[src/rtl/msi_cap_pkg.sv]
package msi_cap_pkg;
  localparam int REG_AW = 12;

  localparam logic [REG_AW-1:0] OFF_ADDR0 = 12'h820;
  localparam logic [REG_AW-1:0] OFF_EN    = 12'h828;
  localparam logic [REG_AW-1:0] OFF_MSK   = 12'h82C;
  localparam logic [REG_AW-1:0] OFF_ST    = 12'h830;

  typedef enum logic [2:0] {
    SEL_NONE,
    SEL_ADDR,
    SEL_EN,
    SEL_MSK,
    SEL_ST
  } reg_sel_e;
endpackage

[src/rtl/msi_cap_regs.sv]
module msi_cap_regs
  import msi_cap_pkg::*;
#(
  parameter int ADDR_W = 64,
  parameter int DATA_W = 32
) (
  input  logic              clk,
  input  logic              rst,
  input  logic              reg_wr_en,
  input  logic              reg_rd_en,
  input  logic [REG_AW-1:0] reg_addr,
  input  logic [DATA_W-1:0] reg_wdata,
  input  logic [DATA_W-1:0] status_q,
  output logic [ADDR_W-1:0] cap_addr,
  output logic [DATA_W-1:0] enable_q,
  output logic [DATA_W-1:0] mask_q,
  output logic              st_wr,
  output logic [DATA_W-1:0] rdata,
  output logic              rvalid
);
  localparam int HALVES = ADDR_W / DATA_W;
  localparam int STEP   = DATA_W / 8;

  logic [DATA_W-1:0] addr_part [HALVES];
  logic [DATA_W-1:0] rd_mux;

  // Each address half is written on its own and keeps the other intact.
  for (genvar h = 0; h < HALVES; h++) begin : g_addr
    localparam logic [REG_AW-1:0] OFF = OFF_ADDR0 + REG_AW'(h * STEP);
    always_ff @(posedge clk) begin
      if (rst)                            addr_part[h] <= '0;
      else if (reg_wr_en && reg_addr == OFF) addr_part[h] <= reg_wdata;
    end
    assign cap_addr[h*DATA_W +: DATA_W] = addr_part[h];
  end

  always_ff @(posedge clk) begin
    if (rst) begin
      enable_q <= '0;
      mask_q   <= '0;
    end else if (reg_wr_en) begin
      if (reg_addr == OFF_EN)  enable_q <= reg_wdata;
      if (reg_addr == OFF_MSK) mask_q   <= reg_wdata;
    end
  end

  assign st_wr = reg_wr_en && (reg_addr == OFF_ST);

  always_comb begin
    rd_mux = '0;
    for (int h = 0; h < HALVES; h++)
      if (reg_addr == OFF_ADDR0 + REG_AW'(h * STEP)) rd_mux = addr_part[h];
    if (reg_addr == OFF_EN)  rd_mux = enable_q;
    if (reg_addr == OFF_MSK) rd_mux = mask_q;
    if (reg_addr == OFF_ST)  rd_mux = status_q;
  end

  always_ff @(posedge clk) begin
    if (rst) begin
      rdata  <= '0;
      rvalid <= 1'b0;
    end else begin
      rvalid <= reg_rd_en;
      if (reg_rd_en) rdata <= rd_mux;
    end
  end
endmodule

[src/rtl/msi_cap_window.sv]
module msi_cap_window #(
  parameter int ADDR_W = 64,
  parameter int DATA_W = 32
) (
  input  logic                clk,
  input  logic                rst,
  input  logic                in_wr_valid,
  input  logic [ADDR_W-1:0]   in_wr_addr,
  input  logic [DATA_W-1:0]   in_wr_data,
  input  logic [DATA_W/8-1:0] in_wr_be,
  input  logic [ADDR_W-1:0]   cap_addr,
  input  logic [DATA_W-1:0]   enable_q,
  output logic                hit,
  output logic [DATA_W-1:0]   set_bits,
  output logic                claim_q
);
  localparam int NUM_VEC = DATA_W;

  logic [NUM_VEC-1:0] vec_onehot;

  // Values at or above NUM_VEC match no bit and so select nothing.
  for (genvar v = 0; v < NUM_VEC; v++) begin : g_vec
    assign vec_onehot[v] = (in_wr_data == DATA_W'(v));
  end

  assign hit = in_wr_valid && (&in_wr_be) && (|enable_q) &&
               (in_wr_addr == cap_addr);
  assign set_bits = hit ? (vec_onehot & enable_q) : '0;

  always_ff @(posedge clk) begin
    if (rst) claim_q <= 1'b0;
    else     claim_q <= hit;
  end
endmodule

[src/rtl/msi_cap_status.sv]
module msi_cap_status #(
  parameter int DATA_W = 32
) (
  input  logic              clk,
  input  logic              rst,
  input  logic              hit,
  input  logic [DATA_W-1:0] set_bits,
  input  logic              st_wr,
  input  logic [DATA_W-1:0] st_wdata,
  input  logic [DATA_W-1:0] mask_q,
  output logic [DATA_W-1:0] status_q,
  output logic              irq_q
);
  logic [DATA_W-1:0] toggled;
  logic [DATA_W-1:0] status_n;
  logic              irq_n;

  always_comb begin
    toggled  = st_wr ? (status_q ^ st_wdata) : status_q;
    status_n = toggled | set_bits;  // set lands after the toggle
    irq_n    = irq_q;
    if (hit && |(status_n & ~mask_q)) irq_n = 1'b1;
    if (st_wr && status_n == '0)      irq_n = 1'b0;
  end

  always_ff @(posedge clk) begin
    if (rst) begin
      status_q <= '0;
      irq_q    <= 1'b0;
    end else begin
      status_q <= status_n;
      irq_q    <= irq_n;
    end
  end
endmodule

[src/rtl/msi_capture_ctrl.sv]
module msi_capture_ctrl
  import msi_cap_pkg::*;
#(
  parameter int ADDR_W = 64,
  parameter int DATA_W = 32
) (
  input  logic                clk,
  input  logic                rst,
  input  logic                reg_wr_en,
  input  logic                reg_rd_en,
  input  logic [REG_AW-1:0]   reg_addr,
  input  logic [DATA_W-1:0]   reg_wdata,
  output logic [DATA_W-1:0]   reg_rdata,
  output logic                reg_rvalid,
  input  logic                in_wr_valid,
  input  logic [ADDR_W-1:0]   in_wr_addr,
  input  logic [DATA_W-1:0]   in_wr_data,
  input  logic [DATA_W/8-1:0] in_wr_be,
  output logic                cap_claim,
  output logic                irq
);
  logic [ADDR_W-1:0] cap_addr;
  logic [DATA_W-1:0] enable_q;
  logic [DATA_W-1:0] mask_q;
  logic [DATA_W-1:0] status_q;
  logic [DATA_W-1:0] set_bits;
  logic              st_wr;
  logic              hit;

  msi_cap_regs #(.ADDR_W(ADDR_W), .DATA_W(DATA_W)) u_regs (
    .clk(clk), .rst(rst),
    .reg_wr_en(reg_wr_en), .reg_rd_en(reg_rd_en),
    .reg_addr(reg_addr), .reg_wdata(reg_wdata),
    .status_q(status_q),
    .cap_addr(cap_addr), .enable_q(enable_q), .mask_q(mask_q),
    .st_wr(st_wr), .rdata(reg_rdata), .rvalid(reg_rvalid)
  );

  msi_cap_window #(.ADDR_W(ADDR_W), .DATA_W(DATA_W)) u_window (
    .clk(clk), .rst(rst),
    .in_wr_valid(in_wr_valid), .in_wr_addr(in_wr_addr),
    .in_wr_data(in_wr_data), .in_wr_be(in_wr_be),
    .cap_addr(cap_addr), .enable_q(enable_q),
    .hit(hit), .set_bits(set_bits), .claim_q(cap_claim)
  );

  msi_cap_status #(.DATA_W(DATA_W)) u_status (
    .clk(clk), .rst(rst),
    .hit(hit), .set_bits(set_bits),
    .st_wr(st_wr), .st_wdata(reg_wdata), .mask_q(mask_q),
    .status_q(status_q), .irq_q(irq)
  );
endmodule

[config.mk]
export PLATFORM = sky130hd
export DESIGN_NAME = msi_capture_ctrl
export DESIGN_NICKNAME = d
export VERILOG_FILES = /design/src/rtl/msi_cap_pkg.sv /design/src/rtl/msi_cap_regs.sv /design/src/rtl/msi_cap_window.sv /design/src/rtl/msi_cap_status.sv /design/src/rtl/msi_capture_ctrl.sv
export SDC_FILE = /design/constraint.sdc
export NUM_CORES = 1
export LEC_CHECK = 0
export ABC_AREA = 1
export BUFFER_PORTS_ARGS = -buffer_cell sky130_fd_sc_hd__buf_2
export CAP_MARGIN = 0
export CORE_MARGIN = 10
export CORE_UTILIZATION = 60
export CTS_CLUSTER_SIZE = 16
export DETAILED_ROUTE_END_ITERATION = 10
export PLACE_DENSITY_LB_ADDON = 0.15
export SLEW_MARGIN = 20
export SYNTH_ARGS = -nofsm -noshare
export SYNTH_HDL_FRONTEND = slang
export SYNTH_SLANG_ARGS = --single-unit
[constraint.sdc]
create_clock -name clk -period 12.72 [get_ports clk]
set_input_delay 0.636 -clock clk [delete_from_list [all_inputs] [get_ports clk]]
set_output_delay 0.636 -clock clk [all_outputs]
set_load 0.02 [all_outputs]
* Word-level counts from Yosys, hierarchy flattened
Memories as Yosys holds them, arrays and structs flattened.
Index checks and enable logic that the tools add are counted.
** Word-level totals
- Flip-flop bits (word level) :: 131
- Bits in writable memories :: 64
- Input bits :: 149
- Output and inout bits :: 35
- Logic and storage cells :: 85
- Memories :: 1
** Cells by class
- Equal/unequal tests :: 37
- Mux-type cells :: 17
- Bitwise operators :: 7
- Reduce and logical (&&, ||, !) cells :: 16
** Memories
- u_regs.addr_part :: depth 2, width 32, rd ports 2, clocked after memory_dff 0, write ports 2, line msi_cap_regs.sv:24 : logic [DATA_W-1:0] addr_part [HALVES];
** Operators with widths (number)
- $eq 32x5->1 const B :: 16
- $mux 32 :: 9
- $eq 32x4->1 const B :: 8
- $eq 32x3->1 const B :: 4
- $and 32x32->32 :: 2
- $eq 32x2->1 const B :: 2
- $eq 64x64->1 :: 1
- $logic_not 32->1 :: 2
- $reduce_or 32->1 :: 2
- $eq 12x12->1 const B :: 5
- $eq 32x1->1 const B :: 1
- $not 32->32 :: 1
- $or 32x32->32 :: 1
- $xor 32x32->32 :: 1
- $logic_and 1x1->1 :: 8
- $mux 1 :: 8
- $reduce_and 2->1 :: 2
- $reduce_and 4->1 :: 1
- $or 1x1->1 :: 2
- $reduce_or 2->1 :: 1

* Longest topological paths before layout
Gate-level depths: netlist of the first run.
- Word-level depth :: 9
- Mapped depth :: 20

* Cells and area by module
Synthesis of the first run repeated with hierarchy kept, for this count alone.
** Second synthesis, totals
- Cells, all modules :: 1732
- Area, all modules :: 11732.5 um^2
** Modules (own cells, without submodules)
- msi_cap_regs :: times used 1, cells each 873, area an instance 7454.6 um^2, sequential area each 3863.7 um^2
- msi_cap_status :: times used 1, cells each 390, area an instance 2159.6 um^2, sequential area each 660.6 um^2
- msi_cap_window :: times used 1, cells each 469, area an instance 2118.3 um^2, sequential area each 20.0 um^2

* Worst setup path before layout of the first run
Ideal clock, no wire load.
- Path kind :: input -> register
- Start point :: in reg_addr[7]
- End point :: mem u_regs.addr_part[1][0] (enable)
- Library setup time :: 0.466 ns
- Data arrival time :: 4.157 ns
- Required time :: 12.254 ns
- Slack :: 8.097 ns
- Stages :: 6
- Buffers on the path :: 1
- Cells stage by stage :: or2_1 or3b_4 nor3_4 nand2_4 buf_6 o21ai_0
** RTL lines
- from (decl) :: line msi_capture_ctrl.sv:11 : input logic [REG_AW-1:0] reg_addr,
- to (decl) :: line msi_cap_regs.sv:24

* Final worst setup path of the first run
- Start point :: in reg_addr[9]
- End point :: reg u_status.irq_q
** Between the ends
- Longest elaborated chain between the ends :: 7
- Elaborated cells between the ends (all ways) :: 10
- Those cells by class :: eq/ne: 1; mux: 1; bitwise: 2; reduce/logical: 6
** RTL lines
- $eq 12x12->1 * :: line msi_cap_regs.sv:47 : assign st_wr = reg_wr_en && (reg_addr == OFF_ST);
- $logic_and 1x1->1 * :: line msi_cap_regs.sv:47
- $mux 32 :: line msi_cap_status.sv:19 : toggled = st_wr ? (status_q ^ st_wdata) : status_q;
- $or 32x32->32 :: line msi_cap_status.sv:20 : status_n = toggled | set_bits;
- $and 32x32->32 or $logic_not 32->1 (tied branches) :: line msi_cap_status.sv:22, msi_cap_status.sv:23
- $reduce_or 32->1 or $logic_and 1x1->1 (tied branches) :: line msi_cap_status.sv:22, msi_cap_status.sv:23
- $logic_and 1x1->1 or $reduce_or 2->1 (tied branches)
- to (signal assigned) :: line msi_cap_status.sv:32 : irq_q <= irq_n;
- to (decl) :: line msi_cap_status.sv:12 : output logic irq_q
Mark *: on every way between the ends. The rest lies on a longest branch, timed or not.
A chain may end at the register's enable or synchronous reset.

==> results of run 1 <==
-- worst min-delay path, delay by kind of cell (launching register included) --
family | cells | cell delay [ns]
AOI/OAI and AO/OA | 1 | 0.05
DFF | 1 | 0.31
and+or+nand+nor | 1 | 0.06
-- cells by family after synthesis --
group,after synthesis,synth area share [%]
AO/OA/AOI/OAI,317,17.44
XOR/XNOR,38,3.020
buffers and inverters,318,11.57
flip-flops,195,41.23
AND/OR/NAND/NOR,702,26.75
-- where the power goes --
group          internal, W  switching (W)  total, W
Combinational    0.0000351      0.0000699  0.000105
Sequential        0.000652     0.00000621  0.000658
Clock             0.000273       0.000260  0.000533
-- registers in the layout, indices dropped and copies added (netlist names) --
register,flops
u_window.claim_q,1
u_status.irq_q,1
u_regs.enable_q,32
u_regs.addr_part,64
u_status.status_q,32
u_regs.rvalid,1
u_regs.mask_q,32
u_regs.rdata,32
-- per-layer routing --
layer	wire (µm)	track usage [%]	vias up	part of all wire [%]
met5	0	0	-	0
met4	1772	14.84	0	4.9
met3	3276	6.672	103	9.0
met2	16830	46.28	576	46
met1	14420	36.10	5013	40
li1	-	-	5392	-
-- stage by stage --
stage	hold slack, ns	setup slack [ns]	util (%)	instance area, µm²	std cells
after floorplan	0.4713	8.097	-	11020	1570
after global placement	0.4495	9.060	66.38	11970	1920
after detailed placement	0.4524	8.997	66.38	11970	1920
after CTS	0.4640	9.404	69.56	12540	1952
after global routing	0.4766	8.973	69.67	12560	1953
final	0.4611	9.304	69.67	12560	1953
-- worst paths after layout --
check / startpoint / to / slack [ns]
max: reg_addr[9] / u_status.irq_q / 9.30
min: u_regs.rdata[1] / u_regs.rdata[1] / 0.46
max reg2reg: u_regs.addr_part[1][12] / u_status.irq_q / 10.08
min reg2reg: u_regs.rdata[1] / u_regs.rdata[1] / 0.46
-- cell usage after synthesis, types with 2 or more instances --
library cell	number	area, µm²
nand2_1	319	1197
xnor2_1	11	96.34
o21ai_1	53	265.3
clkinv_1	2	7.510
nor3_1	9	45.04
buf_6	7	78.83
inv_2	39	146.4
a21oi_2	3	26.28
nor3_2	2	20.02
buf_2	17	85.08
nand2_2	2	12.51
o221ai_1	29	254.0
o21ai_2	3	26.28
nand4_1	54	337.8
nor2_1	251	942.2
o21ai_0	62	310.3
dfxtp_1	131	2623
or2_2	2	12.51
buf_1	3	11.26
xor2_1	27	236.5
a21oi_1	117	585.6
nor2_2	4	25.02
a211oi_1	32	240.2
inv_1	205	769.5
edfxtp_1	64	1922
nand2_4	2	22.52
nand3_1	50	250.2
clkbuf_1	43	161.4
buf_4	2	15.01
o22ai_2	16	200.2
-- layout make-up --
| class | instances | area [µm²] |
|---|---|---|
| fill | 1601 | 5466 |
| multi-input combinational | 1057 | 5220 |
| sequential | 195 | 4544 |
| timing repair buffer | 194 | 1011 |
| inverter | 246 | 923.4 |
| clock buffer | 18 | 439.2 |
| tap | 229 | 286.5 |
| clock inverter | 14 | 133.9 |
==> run summary, run 1 <==
Hold Path Stages -> 2
Setup crit end kind -> flop
Number of core rows -> 49
Pin count of the biggest net entering global routing -> 65
Synth unique cells -> 39
Most frequent CP cell -> nor2_1
Critical Path RT -> 13.05 ns
Hold-fix buffers, CTS -> 0
Most frequent cells in the layout -> nand2_1, nor2_1, inv_1, buf_2, dfxtp_1
Max Root-Sink Buffers -> 2
Critical Path Max Stage Delay -> 0.85 ns
GP Congestion -> 1.052
Main synth FF type -> dfxtp_1
Syn_nets -> 1719
Maximum clock frequency -> 292.7 MHz
Yosys reg bits -> 195
Final Hold Viols -> 0
Post-synthesis sequential area ratio -> 41.23%
Worst clock skew -> 0.01277 ns
IO buf count -> 183
Proportion of layout cells with a drive suffix above 1 -> 17.75%
Worst rel slew slack -> 26.41%
Initial detailed-routing violation count -> 1312
Area Overhead vs Synth -> 13.94%
Synthesized area per cell -> 7.020 µm²
Cts repair resizes -> 0
Initial antenna violation count -> 0
CTS Buf Count -> 17
Status -> finished clean
Bufs and invs on worst path -> 3
Number of global-route vias before repair -> 10537
Max Transition Viols Final -> 0
Gate Count Post-Synth -> 1570
CP cell instances -> buf_2, nor2_1, nand2_1, inv_2, nand2_2, nor2_8, o21ai_1, inv_1, o21ai_1, nor2_1, nand3_1, nor2_1, nand3_1, nand2_1, a21oi_1
# Max-Cap Violations -> 0
CTS tree -> done
WL per Instance -> 18.59 µm
Critical path type -> in -> reg
Die area -> 24190 µm²
Pleak -> 5.512 nW
Clock Pin Slew Worst Setup and Hold Paths -> 0.07 ns
Clock sink total -> 195
RSZ-0062 raised after global routing -> no
Crit path DAT -> 3.75 ns
H-tree levels -> 4
Total chip power -> 0.001296 W
Fraction of registers with async set/reset -> 0%
Core region area -> 18020 µm²
Commonest non-fill, non-tap cell in the layout -> nand2_1
Endpoints failing setup -> 0
Setup Buffers After CTS -> 0
Grt total ovfl -> 0
CP delay by family, top -> simple AND/OR/NAND/NOR gates
Final ANT Viol Nets -> 0
Die Wd -> 155.5 µm
CP max stage cell -> nor2_8
Hold Crit Class -> reg -> reg
Inserted Diodes -> 0
Overall global routing resource usage -> 29.02%
Clock root buffer -> clkbuf_16
Ports -> 184
Drc violations -> 0
Startpoint types -> primary input
Pwr dens -> 103.2 nW/µm²
CP Max Fanout -> 64
Drt total wl -> 36300 µm
DP Wirelength -> 27710 µm
Nets -> 1860
Stages on worst setup path -> 15
EDFF count, synth -> 64
Skew-Pair Late Insertion Delay -> 0.44 ns
Worst reg2reg path depth -> 18
Period utilization -> 26.86%
Via count -> 11084
Cell Area, Synth -> 11020 µm²
Slew @ Worst Pin -> 1.097 ns
Yosys warns -> 0
Initial DRT Pass Iterations -> 5
Crit path time final -> 3.416 ns
Setup TNS -> 0 ns
Via density -> 5.675
Initial Util -> 61.15%
Max rail drop VDD -> 0.1028 mV
Die Span Y -> 155.5 µm
First-pass GRT wire length -> 55480 µm
Note: power is estimated with default switching activity, not from simulation.
==> run 2, diff against run 1 <==
Settings changed: CORE_UTILIZATION 60 to 52.
Clock period 12.72 ns to 2.84 ns, I/O delays scaled along.
==> run 2 against run 1 <==
Compared with the run above: the run now ends with design-rule violations left; flip-flop and latch count unchanged; hold slack worse by 0.39 ns; total power rose to 4.5 times the previous value; clock-buffer cell count up 1; register-to-register slack worse by 9.8 ns; clock power rose to 4.4 times the previous value; final cell count up 2.9%; die area up 13%; sequential power rose to 4.5 times the previous value; critical path type is now reg -> reg; largest cell class unchanged.
==> run summary, run 2 (synthesis results as in run 1) <==
Hold-fix buffers, CTS -> 0 (unchanged)
Clock Pin Slew Worst Setup and Hold Paths -> 0.08 ns (about the same)
Setup Buffers After CTS -> 0 (unchanged)
Initial DRT Pass Iterations -> 8 (+3)
GP Congestion -> 0.9460 (-10%)
Commonest non-fill, non-tap cell in the layout -> nand2_1
CP cell instances -> nand2_1, nand2_1, nor2_1, nand2_1, nor2_1, nand2_1, nor2_1, buf_12, nand3_2, o21ai_1, nand2_1, nand2_1, nor2_1, nand2_1, nor2_1, nand2_1, nand2_1, a21oi_1
Pwr dens -> 455.0 nW/µm² (+340%)
Drc violations -> 2 (+2)
Max reg flops -> 64 (unchanged)
Setup crit end kind -> flop
CTS Buf Count -> 17 (unchanged)
Critical Path RT -> 3.22 ns (-9.83 ns)
IO buf count -> 183 (unchanged)
Setup TNS -> 0 ns (unchanged)
Critical path type -> reg -> reg
Overall global routing resource usage -> 28.05% (-0.97 points)
Setup ws final -> 0.2800 ns (-9.024 ns)
Final Hold Viols -> 0 (unchanged)
Failing checks -> design-rule violations
Clock root buffer -> clkbuf_16
Biggest register -> u_regs.addr_part
CP max stage cell -> edfxtp_1
Number of global-route vias before repair -> 10451 (-0.82%)
CTS tree -> done
Max Root-Sink Buffers -> 2 (unchanged)
# Max-Cap Violations -> 0 (unchanged)
Crit path time final -> 2.560 ns
Worst hold-check slack -> 0.07014 ns (-0.3909 ns)
Die Wd -> 165.6 µm (+6.5%)
DP Wirelength -> 29920 µm (+8.0%)
Final ANT Viol Nets -> 0 (unchanged)
Slew @ Worst Pin -> 1.102 ns (+0.005367 ns)
Worst clock skew -> 0.01617 ns (+0.003402 ns)
Worst rel slew slack -> 26.51% (+0.094 points)
Critical Path Max Stage Delay -> 0.41 ns (-0.44 ns)
Total chip power -> 0.005810 W (+350%)
RSZ-0062 raised after global routing -> no
Max rail drop VDD -> 0.3755 mV (+270%)
Clock sink total -> 195 (unchanged)
Fill count -> 2005 (+25%)
Max Transition Viols Final -> 0 (unchanged)
Period utilization -> 90.14%
Endpoints failing setup -> 0 (unchanged)
Core region area -> 20960 µm² (+16%)
Hold Crit Class -> in -> reg
Inserted Diodes -> 0 (unchanged)
Startpoint types -> flop
Proportion of layout cells with a drive suffix above 1 -> 18.16% (+0.41 points)
Initial Util -> 52.60% (-8.6 points)
Drt total wl -> 38570 µm (+6.3%)
Area Overhead vs Synth -> 15.85%
Status -> finished, violations left
Die Span Y -> 165.6 µm (+6.5%)
Pin count of the biggest net entering global routing -> 99 (+52%)
Initial detailed-routing violation count -> 1143 (-13%)
Place WS -> 0.3997 ns (-8.598 ns)
Die area -> 27420 µm² (+13%)
Most frequent cells in the layout -> nand2_1, nor2_1, inv_1, buf_2, dfxtp_1
First-pass GRT wire length -> 58930 µm (+6.2%)
CP Max Fanout -> 29 (-55%)
WL per Instance -> 19.19 µm (+3.2%)
Maximum clock frequency -> 390.6 MHz
Number of core rows -> 53 (+8.2%)
Grt total ovfl -> 0 (unchanged)
Initial antenna violation count -> 0 (unchanged)
Most frequent CP cell -> nand2_1
H-tree levels -> 4 (unchanged)
Nets -> 1871 (+0.59%)
Crit path DAT -> 2.94 ns (-0.81 ns)
Via density -> 5.478 (-3.5%)
Via count -> 11011 (-0.66%)
Ports -> 184 (unchanged)
Pleak -> 5.592 nW (+1.5%)
Cts repair resizes -> 0 (unchanged)
Skew-Pair Late Insertion Delay -> 0.45 ns (about the same)
## run 2: cell count changes in the layout (fill, tap and decap cells not counted)
cell	before	now
clkinvlp_4	3	0
clkbuf_1	0	2
clkinv_2	1	0
buf_4	10	16
inv_6	4	2
buf_12	1	7
clkinv_4	1	6
buf_2	183	182
clkbuf_8	1	0
## run 2: worst paths after layout
check                               start             endpoint  slack, ns  cells past startpoint
setup / recovery  u_regs.addr_part[1][18]       u_status.irq_q       0.28                     18
hold reg to reg          u_regs.rdata[12]     u_regs.rdata[12]       0.46                      2
hold / removal              reg_wdata[13]  u_regs.enable_q[13]       0.07                      3
setup reg to reg  u_regs.addr_part[1][18]       u_status.irq_q       0.28                     18
## run 2: final cells by class
class                      instances  area, µm²  area share, %
clock inverter                    13      132.6          1.039
multi-input combinational       1057       5220          40.88
tap                              275      344.1          2.695
clock buffer                      19      432.9          3.390
sequential                       195       4544          35.59
timing repair buffer             205       1171          9.172
inverter                         246      923.4          7.232
## run 2: metal layers
layer  vias to the layer above  share of wire (%)  track usage [%]
li1                       5426                  -                -
met1                      5008                 42            37.43
met2                       512                 47            45.54
met3                        65                8.0            4.090
met4                         0                3.2            9.617
met5                         -                  0                0
## run 2: through the flow
stage / std cells / area, µm² / util, %
4_1_cts: 2010 / 12770 / 60.93
3_3_place_gp: 1978 / 12200 / 58.23
5_1_grt: 2010 / 12770 / 60.93
6_report: 2010 / 12770 / 60.93
3_5_place_dp: 1978 / 12200 / 58.23
2_1_floorplan: 1570 / 11030 / -
## run 2: critical path, delay by kind of cell (launching register included)
| family | cells | cell delay (ns) |
|---|---|---|
| AND/OR/NAND/NOR | 15 | 1.45 |
| flip-flops | 1 | 0.41 |
| AO/OA/AOI/OAI | 2 | 0.38 |
| buffers and inverters | 1 | 0.21 |
## run 2: power breakdown
| group | internal [W] | leakage [nW] | switching, W | total (W) |
|---|---|---|---|---|
| logic | 0.000164 | 3.65 | 0.000326 | 0.000490 |
| registers | 0.00292 | 1.66 | 0.0000273 | 0.00295 |
| clock network | 0.00120 | 0.283 | 0.00117 | 0.00237 |
